==> src/rtl/wdog_pkg.sv <==
`timescale 1ns/1ps
package wdog_pkg;
   // Clear requests for the prescaler: whole chain, or only the stages above the kept low bits
   typedef struct packed {
      logic all;
      logic upper;
   } pre_clr_t;
endpackage

==> src/rtl/wdog_prescaler.sv <==
`timescale 1ns/1ps
module wdog_prescaler
   import wdog_pkg::*;
#(
   parameter int PRE_W    = 12,
   parameter int LOW_KEEP = 4
) (
   input  logic             clk_i,
   input  logic             rst_i,
   input  pre_clr_t         clr_i,
   output logic [PRE_W-1:0] cnt_o,
   output logic             carry_o
);
   localparam int HI_W = PRE_W - LOW_KEEP;
   localparam logic [LOW_KEEP-1:0] LOW_ONE = LOW_KEEP'(1);
   localparam logic [HI_W-1:0]     HI_ONE  = HI_W'(1);

   generate
      if (LOW_KEEP < 1 || HI_W < 1) begin : g_bad_split
         $error("wdog_prescaler: LOW_KEEP must lie in 1..PRE_W-1");
      end
   endgenerate

   logic [LOW_KEEP-1:0] low_q;
   logic [HI_W-1:0]     hi_q;
   logic                low_wrap;

   assign low_wrap = &low_q;

   always_ff @(posedge clk_i) begin
      if (rst_i || clr_i.all) begin
         low_q <= '0;
         hi_q  <= '0;
      end else begin
         low_q <= low_q + LOW_ONE;
         if (clr_i.upper) begin
            hi_q <= '0;
         end else if (low_wrap) begin
            hi_q <= hi_q + HI_ONE;
         end
      end
   end

   assign cnt_o   = {hi_q, low_q};
   assign carry_o = low_wrap & (&hi_q);

   p_svc_upper_clear_r5: assert property (@(posedge clk_i) disable iff (rst_i)
      clr_i.upper && !clr_i.all |=> hi_q == '0);
   p_svc_low_runs_r5: assert property (@(posedge clk_i) disable iff (rst_i)
      clr_i.upper && !clr_i.all |=> low_q == $past(low_q) + LOW_ONE);
   p_full_clear_r9: assert property (@(posedge clk_i) disable iff (rst_i)
      clr_i.all |=> cnt_o == '0);
endmodule

==> src/rtl/wdog_wd_counter.sv <==
`timescale 1ns/1ps
module wdog_wd_counter #(
   parameter int WD_W       = 6,
   parameter int SHORT_BITS = 1
) (
   input  logic clk_i,
   input  logic rst_i,
   input  logic clr_i,
   input  logic inc_i,
   input  logic long_sel_i,
   output logic full_o
);
   localparam logic [WD_W-1:0] WD_ONE = WD_W'(1);

   generate
      if (SHORT_BITS < 0 || SHORT_BITS >= WD_W) begin : g_bad_tap
         $error("wdog_wd_counter: SHORT_BITS must lie in 0..WD_W-1");
      end
   endgenerate

   logic [WD_W-1:0] cnt_q;
   logic            short_full;

   always_ff @(posedge clk_i) begin
      if (rst_i || clr_i) begin
         cnt_q <= '0;
      end else if (inc_i) begin
         cnt_q <= cnt_q + WD_ONE;
      end
   end

   // Short tap: a zero-width tap leaves the prescaler alone to set the period
   generate
      if (SHORT_BITS == 0) begin : g_tap_none
         assign short_full = 1'b1;
      end else begin : g_tap_bits
         assign short_full = &cnt_q[SHORT_BITS-1:0];
      end
   endgenerate

   assign full_o = long_sel_i ? (&cnt_q) : short_full;

   p_wd_step_r3: assert property (@(posedge clk_i) disable iff (rst_i)
      inc_i && !clr_i |=> cnt_q == $past(cnt_q) + WD_ONE);
   p_wd_hold_r9: assert property (@(posedge clk_i) disable iff (rst_i)
      !inc_i && !clr_i |=> $stable(cnt_q));
endmodule

==> src/rtl/wdog_por_window.sv <==
`timescale 1ns/1ps
module wdog_por_window #(
   parameter int POR_DLY = 4096
) (
   input  logic clk_i,
   input  logic por_i,
   output logic busy_o,
   output logic done_o
);
   localparam int CW = $clog2(POR_DLY + 1);
   localparam logic [CW-1:0] LAST   = CW'(POR_DLY - 1);
   localparam logic [CW-1:0] CW_ONE = CW'(1);

   generate
      if (POR_DLY < 1) begin : g_bad_dly
         $error("wdog_por_window: POR_DLY must be at least 1");
      end
   endgenerate

   logic [CW-1:0] cnt_q;
   logic          busy_q;

   always_ff @(posedge clk_i) begin
      if (por_i) begin
         busy_q <= 1'b1;
         cnt_q  <= '0;
      end else if (busy_q) begin
         if (cnt_q == LAST) begin
            busy_q <= 1'b0;
         end else begin
            cnt_q <= cnt_q + CW_ONE;
         end
      end
   end

   assign busy_o = busy_q;
   assign done_o = busy_q && (cnt_q == LAST);

   p_window_end_r2: assert property (@(posedge clk_i) disable iff (por_i)
      $fell(busy_q) |-> $past(cnt_q) == LAST);
   p_window_once_r2: assert property (@(posedge clk_i) disable iff (por_i)
      !busy_q |=> !busy_q);
endmodule

==> src/rtl/wdog_pulse.sv <==
`timescale 1ns/1ps
module wdog_pulse #(
   parameter int PULSE_LEN = 32
) (
   input  logic clk_i,
   input  logic rst_i,
   input  logic fire_i,
   output logic active_o
);
   localparam int CW = (PULSE_LEN > 2) ? $clog2(PULSE_LEN) : 1;
   localparam logic [CW-1:0] LAST   = CW'(PULSE_LEN - 1);
   localparam logic [CW-1:0] CW_ONE = CW'(1);

   generate
      if (PULSE_LEN < 2) begin : g_bad_len
         $error("wdog_pulse: PULSE_LEN must be at least 2");
      end
   endgenerate

   logic [CW-1:0] cnt_q;
   logic          act_q;

   always_ff @(posedge clk_i) begin
      if (rst_i) begin
         act_q <= 1'b0;
         cnt_q <= '0;
      end else if (act_q) begin
         if (cnt_q == LAST) begin
            act_q <= 1'b0;
            cnt_q <= '0;
         end else begin
            cnt_q <= cnt_q + CW_ONE;
         end
      end else if (fire_i) begin
         act_q <= 1'b1;
         cnt_q <= '0;
      end
   end

   assign active_o = act_q;

   p_pulse_start_r6: assert property (@(posedge clk_i) disable iff (rst_i)
      fire_i && !act_q |=> act_q && cnt_q == '0);
   p_pulse_hold_r6: assert property (@(posedge clk_i) disable iff (rst_i)
      act_q && cnt_q != LAST |=> act_q);
   p_pulse_end_r6: assert property (@(posedge clk_i) disable iff (rst_i)
      $fell(act_q) |-> $past(cnt_q) == LAST);
endmodule

==> src/rtl/wdog_chain.sv <==
`timescale 1ns/1ps
module wdog_chain
   import wdog_pkg::*;
#(
   parameter int PRE_W      = 12,
   parameter int LOW_KEEP   = 4,
   parameter int WD_W       = 6,
   parameter int SHORT_BITS = 1,
   parameter int PULSE_LEN  = 32,
   parameter int POR_DLY    = 4096,
   parameter int DATA_W     = 8,
   parameter logic [DATA_W-1:0] VEC_LO = 8'hC4
) (
   input  logic              clk_i,
   input  logic              por_i,
   input  logic              int_rst_i,
   input  logic              stop_i,
   input  logic              test_dis_i,
   input  logic              rate_long_i,
   input  logic              svc_wr_i,
   input  logic              ctl_rd_i,
   output logic [DATA_W-1:0] rd_data_o,
   output logic              rst_o,
   output logic              cause_o
);
   generate
      if (PRE_W <= LOW_KEEP) begin : g_bad_pre
         $error("wdog_chain: PRE_W must exceed LOW_KEEP");
      end
      if (SHORT_BITS >= WD_W) begin : g_bad_short
         $error("wdog_chain: SHORT_BITS must be below WD_W");
      end
      if (DATA_W < 1) begin : g_bad_data
         $error("wdog_chain: DATA_W must be at least 1");
      end
   endgenerate

   logic [PRE_W-1:0] pre_cnt;
   logic             pre_carry;
   pre_clr_t         pre_clr;
   logic             wd_clr;
   logic             wd_inc;
   logic             wd_full;
   logic             win_busy;
   logic             win_done;
   logic             pulse_act;
   logic             term_hit;
   logic             fire;
   logic             cause_q;

   // Clear routing: service trims the chain, every other source zeroes the prescaler
   always_comb begin
      pre_clr.all   = int_rst_i | stop_i | pulse_act | win_done;
      pre_clr.upper = svc_wr_i;
   end

   assign wd_clr = int_rst_i | pulse_act | svc_wr_i | win_busy;
   assign wd_inc = pre_carry & ~stop_i;

   wdog_por_window #(
      .POR_DLY (POR_DLY)
   ) u_por_win (
      .clk_i  (clk_i),
      .por_i  (por_i),
      .busy_o (win_busy),
      .done_o (win_done)
   );

   wdog_prescaler #(
      .PRE_W    (PRE_W),
      .LOW_KEEP (LOW_KEEP)
   ) u_pre (
      .clk_i   (clk_i),
      .rst_i   (por_i),
      .clr_i   (pre_clr),
      .cnt_o   (pre_cnt),
      .carry_o (pre_carry)
   );

   wdog_wd_counter #(
      .WD_W       (WD_W),
      .SHORT_BITS (SHORT_BITS)
   ) u_wd (
      .clk_i      (clk_i),
      .rst_i      (por_i),
      .clr_i      (wd_clr),
      .inc_i      (wd_inc),
      .long_sel_i (rate_long_i),
      .full_o     (wd_full)
   );

   // Terminal value: tap full, upper prescaler all ones, kept low stages at zero
   assign term_hit = wd_full
                   & (&pre_cnt[PRE_W-1:LOW_KEEP])
                   & (pre_cnt[LOW_KEEP-1:0] == '0);

   assign fire = term_hit & ~test_dis_i & ~svc_wr_i & ~int_rst_i
               & ~win_busy & ~pulse_act;

   wdog_pulse #(
      .PULSE_LEN (PULSE_LEN)
   ) u_pulse (
      .clk_i    (clk_i),
      .rst_i    (por_i),
      .fire_i   (fire),
      .active_o (pulse_act)
   );

   always_ff @(posedge clk_i) begin
      if (por_i) begin
         cause_q <= 1'b0;
      end else if (fire) begin
         cause_q <= 1'b1;
      end
   end

   assign rst_o     = pulse_act;
   assign cause_o   = cause_q;
   assign rd_data_o = ctl_rd_i ? VEC_LO : '0;

   p_por_quiet_r1: assert property (@(posedge clk_i)
      por_i |=> !rst_o && !cause_o);
   p_window_quiet_r2: assert property (@(posedge clk_i) disable iff (por_i)
      win_busy && !rst_o |=> !rst_o);
   p_cause_on_rise_r7: assert property (@(posedge clk_i) disable iff (por_i)
      $rose(rst_o) |-> cause_o);
   p_cause_sticky_r7: assert property (@(posedge clk_i) disable iff (por_i)
      cause_o |=> cause_o);
   p_int_rst_blocks_r10: assert property (@(posedge clk_i) disable iff (por_i)
      int_rst_i && !rst_o |=> !rst_o);
   p_disable_blocks_r11: assert property (@(posedge clk_i) disable iff (por_i)
      test_dis_i && !rst_o |=> !rst_o);
   p_svc_wins_r12: assert property (@(posedge clk_i) disable iff (por_i)
      svc_wr_i && !rst_o |=> !rst_o);
endmodule

==> config.mk <==
export PLATFORM = sky130hd
export DESIGN_NAME = wdog_chain
export DESIGN_NICKNAME = d
export VERILOG_FILES = /design/src/rtl/wdog_pkg.sv /design/src/rtl/wdog_prescaler.sv /design/src/rtl/wdog_wd_counter.sv /design/src/rtl/wdog_por_window.sv /design/src/rtl/wdog_pulse.sv /design/src/rtl/wdog_chain.sv
export SDC_FILE = /design/constraint.sdc
export NUM_CORES = 1
export LEC_CHECK = 0
export BUFFER_PORTS_ARGS = -buffer_cell sky130_fd_sc_hd__buf_2
export CORE_ASPECT_RATIO = 0.6
export CORE_MARGIN = 1
export CORE_UTILIZATION = 58
export DETAILED_ROUTE_END_ITERATION = 10
export GPL_TIMING_DRIVEN = 0
export PLACE_DENSITY = 0.77
export SETUP_SLACK_MARGIN = 0.2
export SYNTH_ARGS = -nofsm -noshare
export SYNTH_HDL_FRONTEND = slang
export SYNTH_SLANG_ARGS = --single-unit
==> constraint.sdc <==
create_clock -name clk_i -period 2.75 [get_ports clk_i]
set_clock_uncertainty 0.05 [all_clocks]
set_input_delay 0.4125 -clock clk_i [delete_from_list [all_inputs] [get_ports clk_i]]
set_output_delay 0.4125 -clock clk_i [all_outputs]
set_load 0.02 [all_outputs]
Word-level counts from Yosys, hierarchy flattened --
Index checks and enable logic that the tools add are counted.
Storage, ports and cells: register bits after elaboration 39, input bits 8, output and inout port bits 10, word-level logic and storage cells 57
Operators by class: add/sub/neg operators 5, equal/unequal tests 2, muxes and demuxes 10, bitwise gates (word level) 22, reductions and logical operators 10
Operators with widths (number):
- 5-bit 2-to-1 mux | 3
- 13-bit by 1-bit adder with 13-bit output (second input constant) | 1
- 13-bit by 12-bit == test with 1-bit output (second input constant) | 1
- 1-bit bitwise AND | 9
- 8-bit by 1-bit adder with 8-bit output (second input constant) | 1
- 8-bit 2-to-1 mux | 1
- 8-bit AND reduction | 1
- 1-bit inverter | 7
- 6-bit by 1-bit adder with 6-bit output (second input constant) | 1
- 1-bit 2-to-1 mux | 6
- 1-bit OR | 6
- 6-bit AND reduction | 1
- 5-bit by 1-bit adder with 5-bit output (second input constant) | 1
- 5-bit == test (second input constant) | 1
- 4-bit by 1-bit adder with 4-bit output (second input constant) | 1
- 4-bit logical NOT | 1
- 4-bit AND reduction | 1
- 1-bit logical OR | 2
- 2-bit AND reduction | 1
- 2-bit nonzero test | 1
- 2-bit OR reduction | 1
- 1-bit logical AND | 1

Logic depth before layout (Yosys ltp) --
Gate-level depths: netlist (run 1).
depth after elaboration 11, depth in mapped cells 7, depth with buffers taken out 7

Modules after synthesis --
From an unflattened synthesis (run 1), not the netlist that was laid out.
Unflattened totals: cell total of the unflattened synthesis 217, area total of the unflattened synthesis 1966.9 µm²
Modules (own cells, without submodules):
- wdog_por_window | instances 1, cells an instance 76, area each 683.2 µm²
- wdog_prescaler | instances 1, cells an instance 57, area each 526.8 µm²
- wdog_pulse | instances 1, cells an instance 33, area each 310.3 µm²
- wdog_wd_counter | instances 1, cells an instance 30, area each 269.0 µm²
- wdog_chain | instances 1, cells an instance 21, area each 177.7 µm²

Worst setup path before layout (run 1) --
OpenSTA, ideal clock, no wires.
kind reg2reg, from register u_pre.low_q[0], to register u_wd.cnt_q[5], library setup time 0.070 ns, arrival time 1.989 ns, required time 2.630 ns, slack 0.641 ns, cell stages (with the launch flop) 7, buffers on the path 1, clock period less this slack 2.109 ns, cells stage by stage dfxtp_1 > ha_1 > nand3_4 > or4_4 > buf_6 > or4_1 > a21oi_1
Between the ends: cells in the longest elaborated chain, start to end 3
Ends and longest elaborated chain:
- from (decl) | line wdog_prescaler.sv:24 | logic [LOW_KEEP-1:0] low_q;
- from (signal assigned) | line wdog_prescaler.sv:35 | low_q <= low_q + LOW_ONE;
- 4-bit AND reduction | line wdog_prescaler.sv:28 | assign low_wrap = &low_q;
- 1-bit bitwise AND | line wdog_prescaler.sv:45 | assign carry_o = low_wrap & (&hi_q);
- 1-bit bitwise AND | line wdog_chain.sv:58 | assign wd_inc = pre_carry & ~stop_i;
- to (signal assigned) | line wdog_wd_counter.sv:28 | cnt_q <= cnt_q + WD_ONE;
- to (decl) | line wdog_wd_counter.sv:21 | logic [WD_W-1:0] cnt_q;
Every way passes these cells. A chain may end at the register's enable or synchronous reset.

Worst setup path after layout (run 1) --
Ends and elaborated chain as after synthesis.

==> results of run 1 <==
-- cell usage in the layout, fill, tap and decap left out, drive strengths merged, types with 8 or more instances in the layout --
master / netlist / layout
dfxtp: 39 / 39
nor2: 27 / 27
buf: 9 / 20
a21oi: 18 / 18
nor3: 13 / 13
nand3: 13 / 13
nand2: 12 / 12
inv: 10 / 10
clkbuf: 3 / 10
or4: 8 / 8
-- final timing paths --
kind,startpoint,to,depth (start not counted)
worst max-delay path,u_pre.low_q[0]$_SDFF_PP0_,u_wd.cnt_q[5]$_SDFFE_PP0P_,6
worst min-delay path,por_i,u_por_win.busy_o$_SDFF_PP1_,2
worst max register to register,u_pre.low_q[0]$_SDFF_PP0_,u_wd.cnt_q[5]$_SDFFE_PP0P_,6
worst min register to register,cause_o$_SDFFE_PP0P_,cause_o$_SDFFE_PP0P_,2
-- sequential cells by signal, indices dropped and copies added (netlist names) --
name and count:
cause_o 1, u_pre.hi_q 8, u_wd.cnt_q 6, u_pulse.active_o 1, u_por_win.busy_o 1, u_pulse.cnt_q 5, u_pre.low_q 4, u_por_win.cnt_q 13
-- layout make-up --
| type | count | area (um2) |
|---|---|---|
| repair buffers | 11 | 55.05 |
| clock inverters | 1 | 5.005 |
| inverters | 10 | 37.54 |
| multi-input cells | 168 | 1041 |
| fillers | 249 | 872.1 |
| well taps | 42 | 52.55 |
| clock buffers | 7 | 76.32 |
| flip-flops and latches | 39 | 780.7 |
| plain buffers | 12 | 82.58 |
-- through the flow --
step / instance area, um2 / worst slack (ps)
final: 2131 / 488.1
after global routing: 2131 / 418.4
after CTS: 2131 / 491.8
after detailed placement: 2049 / 497.2
after global placement: 2049 / 577.7
after floorplan: 1942 / 640.8
-- cells in the mapped netlist (all sizes together) (4+ instances only) --
| master | instances |
|---|---|
| nor2 | 27 |
| inv | 10 |
| nand2 | 12 |
| ha | 7 |
| or4 | 8 |
| o311ai | 4 |
| a21oi | 18 |
| nor3 | 13 |
| nand2b | 4 |
| o31ai | 5 |
| o21ai | 5 |
| nand3 | 13 |
| or3 | 6 |
| buf | 9 |
| xor2 | 5 |
| xnor2 | 6 |
| dfxtp | 39 |
-- routing by layer --
metal / GRT usage / vias up
li1: - / 849
met1: 0.3321 / 778
met2: 0.3784 / 38
met3: 0.05941 / 5
met4: 0.1115 / 0
met5: 0 / -
-- logic make-up (layout without fill, tap and decap cells) --
family / count (synthesis) / in the layout
AO/OA/AOI/OAI: 39 / 39
other: 1 / 5
multiplexers: 3 / 3
AND/OR/NAND/NOR: 103 / 103
flip-flops: 39 / 39
XOR/XNOR: 11 / 11
adder cells (fa/ha/maj): 7 / 7
buffers and inverters: 22 / 41
-- worst max-delay path: cells and delay by family, from the launching register on --
kind            cells  cell delay, ps
compound gates      1             170
fa+ha+maj           1             270
buf+inv             1             150
flops               1             380
simple gates        3            1180
-- where the power goes --
group | total, W | internal, W | switching, W | leakage, nW
Clock | 0.000374 | 0.000178 | 0.000196 | 0.0422
Sequential | 0.000572 | 0.000569 | 0.00000368 | 0.315
Combinational | 0.0000492 | 0.0000205 | 0.0000287 | 0.364
Total | 0.000995 | 0.000767 | 0.000228 | 0.721
==> results.cfg, run 1 <==
[outcome]
status = finished, final reports clean

[sta]
rsz0062_at_grt = no
slew_viol_final = 0
fmax_ghz = 0.4421
fin_tns_setup_ps = 0
period_needed_ps = 2262
hold_violations = 0
fin_crit_sh = 0.8225
setup_viol = 0
relSlewSlack = 0.4529
worst_pin_slew_ps = 810.0
holdWs_ps = 323.3

[floorplanning]
boundaryPins = 18
dieArea_mm2 = 0.003564
rows = 15
core_area_mm2 = 0.003003
fp.dieH_um = 46.65
initial_core_util = 0.6417
die_x_um = 76.41

[synthesis]
syn-cell-area_mm2 = 0.001927
synth-compound-area-share = 0.1260
ys_seq_area_frac = 0.4052
synthXorXnorAreaFrac = 0.05000
synth.distinct_cells = 40
synthAdderAreaFrac = 0.04545
synth_edf_count = 0
synth.avg_cell_area_um2 = 8.564
synth-simple-area-share = 0.2935
synthTopCellsByArea = dfxtp_1 (41%), nor2_1 (5.3%), a21oi_1 (4.7%)
synth_top_area_share = 0.4052
synth_top_family_by_area = simple AND/OR/NAND/NOR gates
yosysTopAreaCell = dfxtp_1
synthArstFlopShare = 0
synthMuxAreaShare = 0.01558
yosys_warnings = 0
syn_inst = 225
ys_seq_elements = 39
ys.flop_type = dfxtp_1

[clocking]
cts_max_level = 2
post_cts_buffers = 0
clock_path_buffers = 2
cts_resized = 0
cts.sink_count = 39
hold_buffers = 0
cts_tree = built
cts_buffers = 5
clk_pin_slew_ps = 70
cts_root_buf = clkbuf_8
insertion_delay_ps = 290

[routing]
routed-wl-met2_um = 1647
routed.top_layer = met4
vias_per_cell = 5.759
routed-wl-met3_um = 195
wirelength_um = 3882
dr_total_vias = 1670
wl_per_cell_um = 13.39
ant_nets = 0
wl_met1_um = 1987
drt_iter0_markers = 136
drc = 0
drtPass1Iterations = 4

[setup_path]
end_kind = register
ff2ff_setup_slack_ps = 490
startpoint_type = register
cp_slowest_cell = or4_4
slowest_delay_ps = 570
arrival_ps = 2430
path_cells = ha_1 > nand3_4 > or4_4 > buf_6 > or4_1 > a21oi_1
setup.worst_path.class = reg -> reg
critPathRequiredTime_ps = 2920
crit_path_max_fanout = 10

[placed_design]
hpwl_um = 2966
gp_congestion = 0.8879
io_buffers = 11
placed_cells = 282

[hold_path]
hold_class = in -> reg

[job]
max_cap_violations = 0

[final_layout]
fin_util = 0.7096
nets = 262
drive_gt1_frac = 0.1250
areaGrowthSynthToFinish_pct = 10.58
antenna_cells = 0
instances_no_fill = 290

[global_route]
grt_pass1_vias = 1391
grt_use_total = 0.2454
grt_antenna_before_repair = 0
grt_max_degree = 12
gr-total-overflow = 0
grt_pass1_wl_um = 6527

[power_and_ir_drop]
ir_drop_uv = 295.1
leakage_nw = 0.7213
power_w = 0.0009954
power_density_mw_per_mm2 = 467.2
Power figures use the tool's default switching activity.
==> run 2: changes to the inputs <==
--- a/config.mk
+++ b/config.mk
@@ -8,10 +8,10 @@
 export BUFFER_PORTS_ARGS = -buffer_cell sky130_fd_sc_hd__buf_2
 export CORE_ASPECT_RATIO = 0.6
 export CORE_MARGIN = 1
-export CORE_UTILIZATION = 58
+export CORE_UTILIZATION = 52
 export DETAILED_ROUTE_END_ITERATION = 10
 export GPL_TIMING_DRIVEN = 0
-export PLACE_DENSITY = 0.77
+export PLACE_DENSITY = 0.73
 export SETUP_SLACK_MARGIN = 0.2
 export SYNTH_ARGS = -nofsm -noshare
 export SYNTH_HDL_FRONTEND = slang
==> constraint.sdc (replaced) <==
create_clock -name clk_i -period 2 [get_ports clk_i]
set_clock_uncertainty 0.05 [all_clocks]
set_input_delay 0.3 -clock clk_i [delete_from_list [all_inputs] [get_ports clk_i]]
set_output_delay 0.3 -clock clk_i [all_outputs]
set_load 0.02 [all_outputs]
==> run 2 against run 1 <==
Cell area up 12%. Utilization shrank 0.55 points. Worst setup slack worse by 380 ps. Global-route usage down 1.5 points. Highest routed layer unchanged. Largest cell class unchanged. Fmax is 19% higher. Wire length increased by 9.3%.
==> results.cfg, run 2 (synthesis gave the netlist of run 1 again) <==
[setup_path]
arrival_ps = 2080
startpoint_type = register
cp_slowest_cell = or4_4
crit_path_start = u_pre.hi_q[1]$_SDFFE_PP0P_
setup.worst_path.class = reg -> reg
crit_path_max_fanout = 8
path_cells = ha_4 > nand2_4 > or4_4 > buf_6 > or4_4 > a21oi_2
slowest_delay_ps = 510
end_kind = register
r2r-start = u_pre.hi_q[1]$_SDFFE_PP0P_
worst_path_most_repeated_cell = or4_4
critPathRequiredTime_ps = 2180

[job]
max_cap_violations = 0

[final_layout]
final_area_mm2 = 0.002396
multiInputGateArea_mm2 = 0.001189
antenna_cells = 0
final-seq-area_um2 = 807.0
layout_commonest_cell = dfxtp_1
regMostFlops = u_por_win.cnt_q
nets = 271
layout_common_cells = dfxtp_1 (28), nor2_1 (27), buf_4 (17)
largest_reg_flops = 13
num-fill-cells = 283
reg_top3 = u_por_win.cnt_q: 13 flops, u_pre.hi_q: 8 flops, u_wd.cnt_q: 6 flops
drive_gt1_frac = 0.3035
areaGrowthSynthToFinish_pct = 24.35
instances_no_fill = 302

[floorplanning]
rows = 16
boundaryPins = 18
initial_core_util = 0.5662
dieArea_mm2 = 0.003961
core_area_mm2 = 0.003403
fp.dieH_um = 49.15
die_x_um = 80.59

[global_route]
grt_pass1_vias = 1436
grt_use_total = 0.2302
grt_pass1_wl_um = 6741
gr-total-overflow = 0
grt_antenna_before_repair = 0
grt_max_degree = 12

[sta]
fin_tns_setup_ps = 0
rsz0062_at_grt = yes
layout_setup_ws_ps = 104.0
setup_viol = 0
relSlewSlack = 0.6314
slew_viol_final = 0
fmax_ghz = 0.5274
fin_crit_sh = 0.9480
worst_pin_slew_ps = 552.9
hold_violations = 0
period_needed_ps = 1896
holdWs_ps = 209.4

[power_and_ir_drop]
p_clk_frac = 0.403
leakage_nw = 0.8082
switchingPower_w = 0.0003108
pwr-share-comb = 0.050
power.internal_w = 0.001120
ir_drop_uv = 493.8
seq_power_share = 0.546
switching_share = 0.2173
power_density_mw_per_mm2 = 597.0

[clocking]
cts.sink_count = 39
cts_max_level = 2
cts_buffers = 5
clock_path_buffers = 2
clk_pin_slew_ps = 70
insertion_delay_ps = 300
hold_buffers = 0
cts_tree = built
cts_root_buf = clkbuf_8

[routing]
wirelength_um = 4244
dr_total_vias = 1737
ant_nets = 0
drtPass1Iterations = 4
drt_iter0_markers = 95
drc = 0
vias_per_cell = 5.752
wl_per_cell_um = 14.05

[hold_path]
worstHoldStart = por_i
hold_class = in -> reg

[outcome]
status = finished, final reports clean

[placed_design]
place_area_mm2 = 0.002095
io_buffers = 11
placed_cells = 285
gp_congestion = 0.7722
hpwl_um = 2831
pre_cts_slack_ps = 9.391
[run 2: final cells by class]
cell class	instances	area share
timing repair buffer	20	0.05118
sequential	39	0.3368
inverter	10	0.01567
multi-input combinational	168	0.4961
buffer	12	0.03499
tap	45	0.02350
clock buffer	8	0.04178
[run 2: worst paths after layout]
path | end | slack (ps) | depth (start not counted)
worst max register to register | u_wd.cnt_q[4]$_SDFFE_PP0P_ | 100 | 6
worst max-delay path | u_wd.cnt_q[4]$_SDFFE_PP0P_ | 100 | 6
worst min register to register | u_pre.low_q[0]$_SDFF_PP0_ | 400 | 1
worst min-delay path | u_por_win.busy_o$_SDFF_PP1_ | 210 | 2
[run 2: stage by stage]
| step | util | total power, W |
|---|---|---|
| 2_1_floorplan | - | 0.0008528 |
| 4_1_cts | 0.6614 | 0.001448 |
| 6_report | 0.7040 | 0.001430 |
| 3_3_place_gp | 0.6154 | 0.0008728 |
| 3_5_place_dp | 0.6154 | 0.0008734 |
| 5_1_grt | 0.7040 | 0.001491 |
[run 2: metal layers]
metal,part of all wire,global-route usage
met1,0.53,0.3485
met2,0.40,0.2881
met3,0.049,0.06168
met4,0.014,0.1220
met5,0,0
[run 2: worst max-delay path, delay by kind of cell (launching register included)]
kind                       cells  cell delay [ps]
AOI/OAI and AO/OA              1              140
adders and majority gates      1              140
buffers and inverters          1              150
DFF                            1              360
and+or+nand+nor                3              990
[run 2: power by group through the flow]
stage | Combinational [W] | Sequential [W] | Clock [W]
CTS | 0.0000688 | 0.000787 | 0.000592
floorplan | 0.0000483 | 0.000804 | 0
detailed placement | 0.0000677 | 0.000806 | 0
global route | 0.0000779 | 0.000782 | 0.000631
global placement | 0.0000672 | 0.000806 | 0
finish | 0.0000718 | 0.000782 | 0.000577
[run 2: what timing repair did]
item,in CTS,in global routing
endpoints found under the hold margin,0,0
pin swaps,2,3
gates cloned,0,0
gates resized for setup,17,27
setup endpoints to repair,26,33
setup buffers,2,7
